[config.mk]
export PLATFORM = sky130hd
export DESIGN_NAME = serial_ctrl_port
export DESIGN_NICKNAME = d
export VERILOG_FILES = /design/src/rtl/scp_pkg.sv /design/src/rtl/scp_pin_sync.sv /design/src/rtl/scp_shift_engine.sv /design/src/rtl/scp_status_unit.sv /design/src/rtl/serial_ctrl_port.sv
export SDC_FILE = /design/constraint.sdc
export NUM_CORES = 1
export LEC_CHECK = 0
export BUFFER_PORTS_ARGS = -buffer_cell sky130_fd_sc_hd__buf_4
export CAP_MARGIN = 15
export CORE_AREA = 2 2 67 69
export DETAILED_ROUTE_END_ITERATION = 16
export DIE_AREA = 0 0 69 71
export GPL_TIMING_DRIVEN = 0
export HOLD_SLACK_MARGIN = 0.08
export PLACE_DENSITY = 0.55
export SYNTH_ARGS = -nofsm -noshare
export SYNTH_HDL_FRONTEND = slang
export SYNTH_SLANG_ARGS = --single-unit
[constraint.sdc]
create_clock -name clk -period 1.9 [get_ports clk]
set_input_delay 0 -clock clk [delete_from_list [all_inputs] [get_ports clk]]
set_output_delay 0 -clock clk [all_outputs]
set_load 0.01 [all_outputs]
[src/rtl/scp_pkg.sv]
package scp_pkg;
  localparam int BYTE_W  = 8;
  localparam int CB_SLV  = 7;
  localparam int CB_PWR  = 6;
  localparam int CB_LBD  = 5;
  localparam int CB_LBA  = 4;
  localparam int CB_LB1  = 3;
  localparam int CB_LB2  = 2;
  localparam int CB_DEN  = 1;
  localparam int CB_SWP  = 0;
  localparam int ECHO_LO = 3;
endpackage

[src/rtl/scp_pin_sync.sv]
module scp_pin_sync #(
  parameter int STAGES = 2,
  parameter int W = 3,
  parameter logic [W-1:0] RST_VAL = '0
) (
  input  logic         clk,
  input  logic         rst,
  input  logic [W-1:0] pin,
  output logic [W-1:0] lvl,
  output logic [W-1:0] rise,
  output logic [W-1:0] fall
);
  logic [W-1:0] chain [STAGES];
  logic [W-1:0] last;

  always_ff @(posedge clk) begin
    if (rst) begin
      for (int i = 0; i < STAGES; i++) chain[i] <= RST_VAL;
      last <= RST_VAL;
    end else begin
      chain[0] <= pin;
      for (int i = 1; i < STAGES; i++) chain[i] <= chain[i-1];
      last <= chain[STAGES-1];
    end
  end

  assign lvl  = chain[STAGES-1];
  assign rise = lvl & ~last;
  assign fall = ~lvl & last;
endmodule

[src/rtl/scp_shift_engine.sv]
module scp_shift_engine #(
  parameter int W = 8
) (
  input  logic         clk,
  input  logic         rst,
  input  logic         cs_low,
  input  logic         cs_fall,
  input  logic         cs_rise,
  input  logic         sclk_rise,
  input  logic         sclk_fall,
  input  logic         sdi,
  input  logic [W-1:0] status_byte,
  output logic         sdo,
  output logic         sdo_en,
  output logic         wr_stb,
  output logic [W-1:0] wr_data,
  output logic         first_clk
);
  localparam int CNT_W = $clog2(W + 2);
  localparam logic [CNT_W-1:0] FULL = CNT_W'(W);
  localparam logic [CNT_W-1:0] OVER = CNT_W'(W + 1);

  logic [W-1:0]     in_sr;
  logic [W-1:0]     out_sr;
  logic [CNT_W-1:0] cnt;
  logic             en_q;

  always_ff @(posedge clk) begin
    if (rst) begin
      in_sr  <= '0;
      out_sr <= '0;
      cnt    <= '0;
      en_q   <= 1'b0;
    end else if (cs_fall) begin
      out_sr <= status_byte;
      cnt    <= '0;
      en_q   <= 1'b1;
    end else if (cs_rise) begin
      en_q <= 1'b0;
    end else if (cs_low) begin
      if (sclk_rise) begin
        in_sr <= {in_sr[W-2:0], sdi};
        if (cnt != OVER) cnt <= cnt + 1'b1;
      end
      if (sclk_fall) out_sr <= {out_sr[W-2:0], 1'b0};
    end
  end

  assign sdo       = out_sr[W-1];
  assign sdo_en    = en_q;
  assign wr_stb    = cs_rise && (cnt == FULL);
  assign wr_data   = in_sr;
  assign first_clk = cs_low && sclk_rise && (cnt == '0);
endmodule

[src/rtl/scp_status_unit.sv]
module scp_status_unit (
  input  logic       clk,
  input  logic       rst,
  input  logic       capture,
  input  logic       release_irq,
  input  logic       viol_pulse,
  input  logic [1:0] levels,
  output logic       viol_flag,
  output logic       irq
);
  logic [1:0] prev;
  logic       change;

  assign change = (levels != prev);

  always_ff @(posedge clk) begin
    if (rst) begin
      prev      <= levels;
      viol_flag <= 1'b0;
      irq       <= 1'b0;
    end else begin
      prev <= levels;
      if (capture)         viol_flag <= viol_pulse;
      else if (viol_pulse) viol_flag <= 1'b1;
      if (change)           irq <= 1'b1;
      else if (release_irq) irq <= 1'b0;
    end
  end
endmodule

[src/rtl/serial_ctrl_port.sv]
module serial_ctrl_port
  import scp_pkg::*;
#(
  parameter int SYNC_STAGES = 2
) (
  input  logic clk,
  input  logic rst,
  input  logic cs_n,
  input  logic sclk,
  input  logic sdi,
  output logic sdo,
  output logic sdo_en,
  output logic irq_pull,
  input  logic viol_pulse,
  input  logic in_sync,
  input  logic sig_present,
  output logic role_slave,
  output logic power_up,
  output logic lb_digital,
  output logic lb_line_all,
  output logic lb_line_b1,
  output logic lb_line_b2,
  output logic dclk_enable_mode,
  output logic swap_b
);
  localparam int PIN_W = 3;
  localparam int P_CS = 0;
  localparam int P_CK = 1;
  localparam int P_DI = 2;

  logic [PIN_W-1:0]  p_lvl, p_rise, p_fall;
  logic [BYTE_W-1:0] ctrl_q;
  logic [BYTE_W-1:0] status_byte;
  logic [BYTE_W-1:0] wr_data;
  logic              wr_stb, first_clk, viol_flag;

  scp_pin_sync #(
    .STAGES (SYNC_STAGES),
    .W      (PIN_W),
    .RST_VAL(PIN_W'(1) << P_CS)
  ) u_sync (
    .clk (clk),
    .rst (rst),
    .pin ({sdi, sclk, cs_n}),
    .lvl (p_lvl),
    .rise(p_rise),
    .fall(p_fall)
  );

  assign status_byte = {ctrl_q[BYTE_W-1:ECHO_LO], viol_flag, in_sync, sig_present};

  scp_shift_engine #(.W(BYTE_W)) u_shift (
    .clk        (clk),
    .rst        (rst),
    .cs_low     (~p_lvl[P_CS]),
    .cs_fall    (p_fall[P_CS]),
    .cs_rise    (p_rise[P_CS]),
    .sclk_rise  (p_rise[P_CK]),
    .sclk_fall  (p_fall[P_CK]),
    .sdi        (p_lvl[P_DI]),
    .status_byte(status_byte),
    .sdo        (sdo),
    .sdo_en     (sdo_en),
    .wr_stb     (wr_stb),
    .wr_data    (wr_data),
    .first_clk  (first_clk)
  );

  scp_status_unit u_stat (
    .clk        (clk),
    .rst        (rst),
    .capture    (p_fall[P_CS]),
    .release_irq(first_clk),
    .viol_pulse (viol_pulse),
    .levels     ({in_sync, sig_present}),
    .viol_flag  (viol_flag),
    .irq        (irq_pull)
  );

  always_ff @(posedge clk) begin
    if (rst)         ctrl_q <= '0;
    else if (wr_stb) ctrl_q <= wr_data;
  end

  assign role_slave       = ctrl_q[CB_SLV];
  assign power_up         = ctrl_q[CB_PWR];
  assign lb_digital       = ctrl_q[CB_LBD];
  assign lb_line_all      = ctrl_q[CB_LBA];
  assign lb_line_b1       = ctrl_q[CB_LB1];
  assign lb_line_b2       = ctrl_q[CB_LB2];
  assign dclk_enable_mode = ctrl_q[CB_DEN];
  assign swap_b           = ctrl_q[CB_SWP];
endmodule

* After elaboration in Yosys (flattened, before gate mapping)
Memories as Yosys holds them, arrays and structs flattened. Index checks and enable logic that the tools add are counted.
Word-level totals: memories kept 1, RAM bits 6, register bits 35, logic and storage cells 52
Memory list:
- u_sync.chain | words 2, width 3, rd ports 2, clocked after Yosys merged registers in 0, wr ports 2, RTL line scp_pin_sync.sv:13 | logic [W-1:0] chain [STAGES];
Operators by class: $add $sub $neg 1, muxes and demuxes 15, reduce and logical (&&, ||, !) cells 12, eq/ne operators 5, bitwise operators 9
Operators with widths (count):
- 2-to-1 mux 8 bit | 4
- 2-to-1 mux 1 bit | 9
- AND reduction 4 bit | 2
- nonzero test 2 bit | 4
- 2-to-1 mux 3 bit | 2
- adder 4 x 1 -> 4 bit, second input constant | 1
- bitwise AND 2 bit | 2
- equality test 4 bit, second input constant | 1
- logical NOT 4 bit | 1
- != test 2 x 1 -> 1 bit, second input constant | 2
- != test 4 bit, second input constant | 1
- inverter 2 bit | 2
- logical AND 1 bit | 3
- inverter 1 bit | 3
- AND reduction 3 bit | 1
- != test 2 bit | 1
- bitwise OR 1 bit | 2
- OR reduction 2 bit | 1

* Longest topological paths before layout
depth after elaboration 6, gate-level depth with buffers 8

* Cells and area by module
A second synthesis with hierarchy kept.
Unflattened totals: cells, all modules 181, area total of the unflattened synthesis 1754.2 um2
Modules (own cells, without submodules):
- scp_shift_engine | area each 1043.5 um2, cells an instance 116, sequential area each 420.4 um2, instances 1
- scp_pin_sync | area each 296.5 um2, cells an instance 27, sequential area each 180.2 um2, instances 1
- serial_ctrl_port | area each 289.0 um2, cells an instance 27, sequential area each 160.2 um2, instances 1
- scp_status_unit | area each 125.1 um2, cells an instance 11, sequential area each 80.1 um2, instances 1

* Least setup slack after synthesis
OpenSTA, ideal clock, no wires.
kind reg-to-reg, from mem u_sync.chain[1][0] (netlist: u_sync.chain[0][3]), to reg u_shift.out_sr[0], data required time 1.829 ns, slack 0.123 ns, cell stages (with the launch flop) 8, arrival time 1.706 ns, clock period less this slack 1.777 ns, setup time 0.071 ns, cell sequence dfxtp_1 inv_1 ha_1 buf_2 nor2b_1 clkbuf_1 or3b_2 a21oi_1
RTL lines:
- start, declared | RTL line scp_pin_sync.sv:13
- end signal, assigned | RTL line scp_shift_engine.sv:35 | out_sr <= status_byte;
- end signal, assigned | RTL line scp_shift_engine.sv:45 | if (sclk_fall) out_sr <= {out_sr[W-2:0], 1'b0};
- end, declared | RTL line scp_shift_engine.sv:24 | logic [W-1:0] out_sr;

* Worst setup path after layout
from reg u_sync.last[0] (read register of u_sync.chain), to reg u_shift.cnt[0]
Between the ends: cells in the longest elaborated chain, start to end 4
Ends and longest elaborated chain:
- start, declared | RTL line scp_pin_sync.sv:14 | logic [W-1:0] last;
- inverter 2 bit | RTL line scp_pin_sync.sv:28 | assign rise = lvl & ~last;
- bitwise AND 2 bit | RTL line scp_pin_sync.sv:28
- inverter 1 bit (no line)
- AND reduction 4 bit (no line)
- end signal, assigned | RTL line scp_shift_engine.sv:43 | if (cnt != OVER) cnt <= cnt + 1'b1;
- end, declared | RTL line scp_shift_engine.sv:25 | logic [CNT_W-1:0] cnt;
Several ways; a longest one is shown, not always the timed one. A chain may end at the register's enable or synchronous reset.

==> results.py <==
metrics = {
    "run_status": {
        "status": "finished clean",
    },
    "sta": {
        "finalHoldViolCount": 0,
        "holdWs_ps": 384.6,
        "grt_setup_unrepaired": "false",
        "min_period_ps": 1768,
        "slew_viol_final": 0,
        "worst_slew_pin_slew_ps": 505.1,
        "max_freq_ghz": 0.5656,
        "fin_skew_ps": 5.659,
        "post-route-period-util": 0.9306,
        "max_slew_margin": 0.6618,
        "setup_viol": 0,
    },
    "detailed_routing": {
        "avgRoutedWirePerCell_um": 12.63,
        "vias": 1241,
        "drt-pass1-iter-count": 4,
        "antenna_left": 0,
        "drt-vias-per-instance": 4.886,
        "drt-total-wl_um": 3209,
        "drt_iter0_drc": 48,
        "drc_errors": 0,
    },
    "cells_and_area": {
        "final_cell_mix": "dfxtp_1, nand2_1, mux2i_1, buf_4, nor2_1",
        "final_cells": 254,
        "post-route-util": 0.4810,
        "drive_gt1_frac": 0.1931,
        "design_area_um2": 2022,
        "area_growth_pct": 23.55,
        "ff_latch_area_um2": 822.0,
        "multiInputGateArea_um2": 770.7,
        "n_antenna_cell": 0,
        "mostFrequentLayoutCell": "dfxtp_1",
        "n_fill_cell": 406,
        "nets": 215,
    },
    "die": {
        "core.rowCount": 24,
        "die_x_um": 69,
        "die_y_um": 71,
        "start_util": 0.3893,
        "die-area_um2": 4899,
        "coreArea_um2": 4204,
        "io_pins": 19,
    },
    "clock_network": {
        "cts-root-buf": "clkbuf_8",
        "cts_tree": "built",
        "cts_setup_buffers": 0,
        "clk_latency_ps": 290,
        "htree_levels": 2,
        "clock-sinks": 41,
        "clk_pin_slew_worst_paths_ps": 80,
        "numCtsBuffers": 5,
        "clockBufferDepth": 2,
    },
    "critical_path": {
        "slowest_stage": "or4b_4",
        "arrival_ps": 1980,
        "crit_path_start_kind": "flip-flop",
        "cp_num_buf_inv": 1,
        "r2r-start": "u_sync.last[0]",
        "cp-end-kind": "flip-flop",
        "slowest_delay_ps": 530,
        "crit_type": "reg2reg",
        "r2r-end": "u_shift.cnt[0]",
        "crit_chain": "inv_1 > ha_2 > or4b_4 > or4b_1 > o21ai_0",
        "ff2ff_setup_slack_ps": 130,
        "critical_path.top_delay_family": "simple AND/OR/NAND/NOR gates",
        "path_max_fanout": 6,
        "rr_worst_depth": 5,
        "worst-path-stages": 5,
        "cp_data_required_time_ps": 2110,
    },
    "synth": {
        "ys_ff_latch": 41,
        "ys_warn_count": 0,
        "syn_nets": 183,
        "netlist-cell-type-count": 30,
        "postSynthAreaPerCell_um2": 9.684,
        "synth_area_um2": 1637,
        "seq_area_frac_synth": 0.5015,
        "synthCells": 169,
    },
    "power_and_ir_drop": {
        "p_total_uw": 1551,
        "peakVddDrop_v": 0.0003138,
        "leakagePower_uw": 0.0007632,
        "power_density_nw_per_um2": 766.9,
    },
    "hold_path": {
        "holdPathStages": 2,
        "hold_class": "in2reg",
        "holdCritStartpoint": "in_sync",
        "hold_end": "u_stat.prev[1]",
    },
    "place": {
        "dp_hpwl_um": 2188,
        "routabilityCongestion": 0.7134,
        "dp.cells": 238,
        "placed_cell_area_um2": 1829,
        "port_buffers": 17,
    },
    "grt": {
        "overflow": 0,
        "grt_pass1_vias": 1157,
        "grt_pass1_wl_um": 5451,
        "antenna_found_initial": 0,
        "grt_util_all_layers": 0.1394,
        "grt_max_degree": 14,
    },
    "flow_run": {
        "drv_cap": 0,
    },
}
==> registers in the layout (all words and copies together) (netlist names) <==
| register | cells |
|---|---|
| ctrl_q | 8 |
| u_shift.out_sr | 8 |
| u_shift.wr_data | 8 |
| u_sync.chain | 6 |
| u_shift.cnt | 4 |
| u_stat.prev | 2 |
| u_sync.last | 2 |
| u_shift.sdo_en | 1 |
| u_stat.irq | 1 |
| u_stat.viol_flag | 1 |
==> kinds of logic (layout without fill, tap and decap cells) <==
logic type,Yosys count,count (layout),share of synthesized area
and+or+nand+nor,62,62,0.2034
DFF,41,41,0.5015
AOI/OAI and AO/OA,25,25,0.09557
muxes,17,17,0.1040
buffers and inverters,16,49,0.03899
adders and majority gates,6,6,0.04587
xor gates and xnor gates,2,2,0.01071
==> worst register-to-register path: stages, from the launching register on <==
cell	delay (ps)
dfxtp_1	350
inv_1	50
ha_2	220
or4b_4	530
or4b_1	470
o21ai_0	80
==> repair_timing <==
| action | CTS | global route |
|---|---|---|
| setup endpoints to repair | 8 | 8 |
| hold buffers | 9 | 0 |
| endpoints found under the hold margin | 10 | 0 |
| gates resized for setup | 3 | 2 |
==> layer usage <==
metal	GRT usage	up-vias	part of all wire
met5	0	-	0
met4	0.05229	0	0.0093
met3	0.04416	4	0.042
met2	0.2105	24	0.44
met1	0.1873	573	0.51
li1	-	640	-
==> area by class of cell <==
cell class                      instances  area share
Sequential cell                        41      0.4066
Multi-Input combinational cell        112      0.3812
Timing Repair Buffer                   26      0.1077
Clock buffer                            5     0.03403
Tap cell                               52     0.03218
Buffer                                  8     0.01671
Inverter                                7     0.01300
Clock inverter                          3    0.008663
==> worst max-delay path by stage <==
stage                             from           endpoint  slack (ps)
floorplan           u_sync.chain[0][3]  u_shift.out_sr[0]         120
global placement    u_sync.chain[0][3]  u_shift.out_sr[0]         -60
detailed placement  u_sync.chain[0][3]  u_shift.out_sr[3]        -160
CTS                 u_sync.chain[0][3]  u_shift.out_sr[7]          50
finish                  u_sync.last[0]     u_shift.cnt[0]         130
global route        u_sync.chain[0][3]  u_shift.out_sr[5]          30
==> through the flow <==
step           setup slack, ps  setup TNS (ps)
2_1_floorplan            123.3               0
3_3_place_gp            -57.29          -364.4
3_5_place_dp            -156.1           -1006
4_1_cts                  47.36               0
5_1_grt                  26.48               0
6_report                 131.9               0
==> cell usage after synthesis <==
master | n | share of area
or4b_1 | 1 | 0.0061
ha_1 | 6 | 0.046
o41ai_1 | 2 | 0.011
inv_1 | 7 | 0.016
or3_1 | 1 | 0.0038
or2_2 | 3 | 0.011
dfxtp_1 | 41 | 0.50
nor4b_2 | 1 | 0.0092
a21boi_0 | 1 | 0.0046
nor3_1 | 7 | 0.021
and4bb_2 | 1 | 0.0076
nand4b_1 | 1 | 0.0054
nand2_1 | 23 | 0.053
o211ai_1 | 1 | 0.0046
a21oi_1 | 10 | 0.031
and4b_1 | 1 | 0.0061
and3b_1 | 1 | 0.0054
nand3_1 | 1 | 0.0031
nor2b_1 | 6 | 0.023
or2_0 | 1 | 0.0038
o21ai_0 | 3 | 0.0092
mux2i_1 | 17 | 0.10
or4b_4 | 1 | 0.0084
or3b_2 | 2 | 0.011
buf_2 | 3 | 0.0092
nor2_1 | 11 | 0.025
xnor2_1 | 2 | 0.011
a211oi_1 | 7 | 0.032
a31oi_1 | 1 | 0.0038
clkbuf_1 | 6 | 0.014
==> where the power goes <==
| group | leakage, µW | internal [µW] | switching, µW | total [µW] |
|---|---|---|---|---|
| registers | 0.000334 | 881 | 13.8 | 895 |
| clock network | 0.0000439 | 253 | 294 | 547 |
| logic | 0.000385 | 57.5 | 51.0 | 108 |
| total | 0.000763 | 1190 | 358 | 1550 |
No activity file was read; power rests on OpenSTA's default activity.
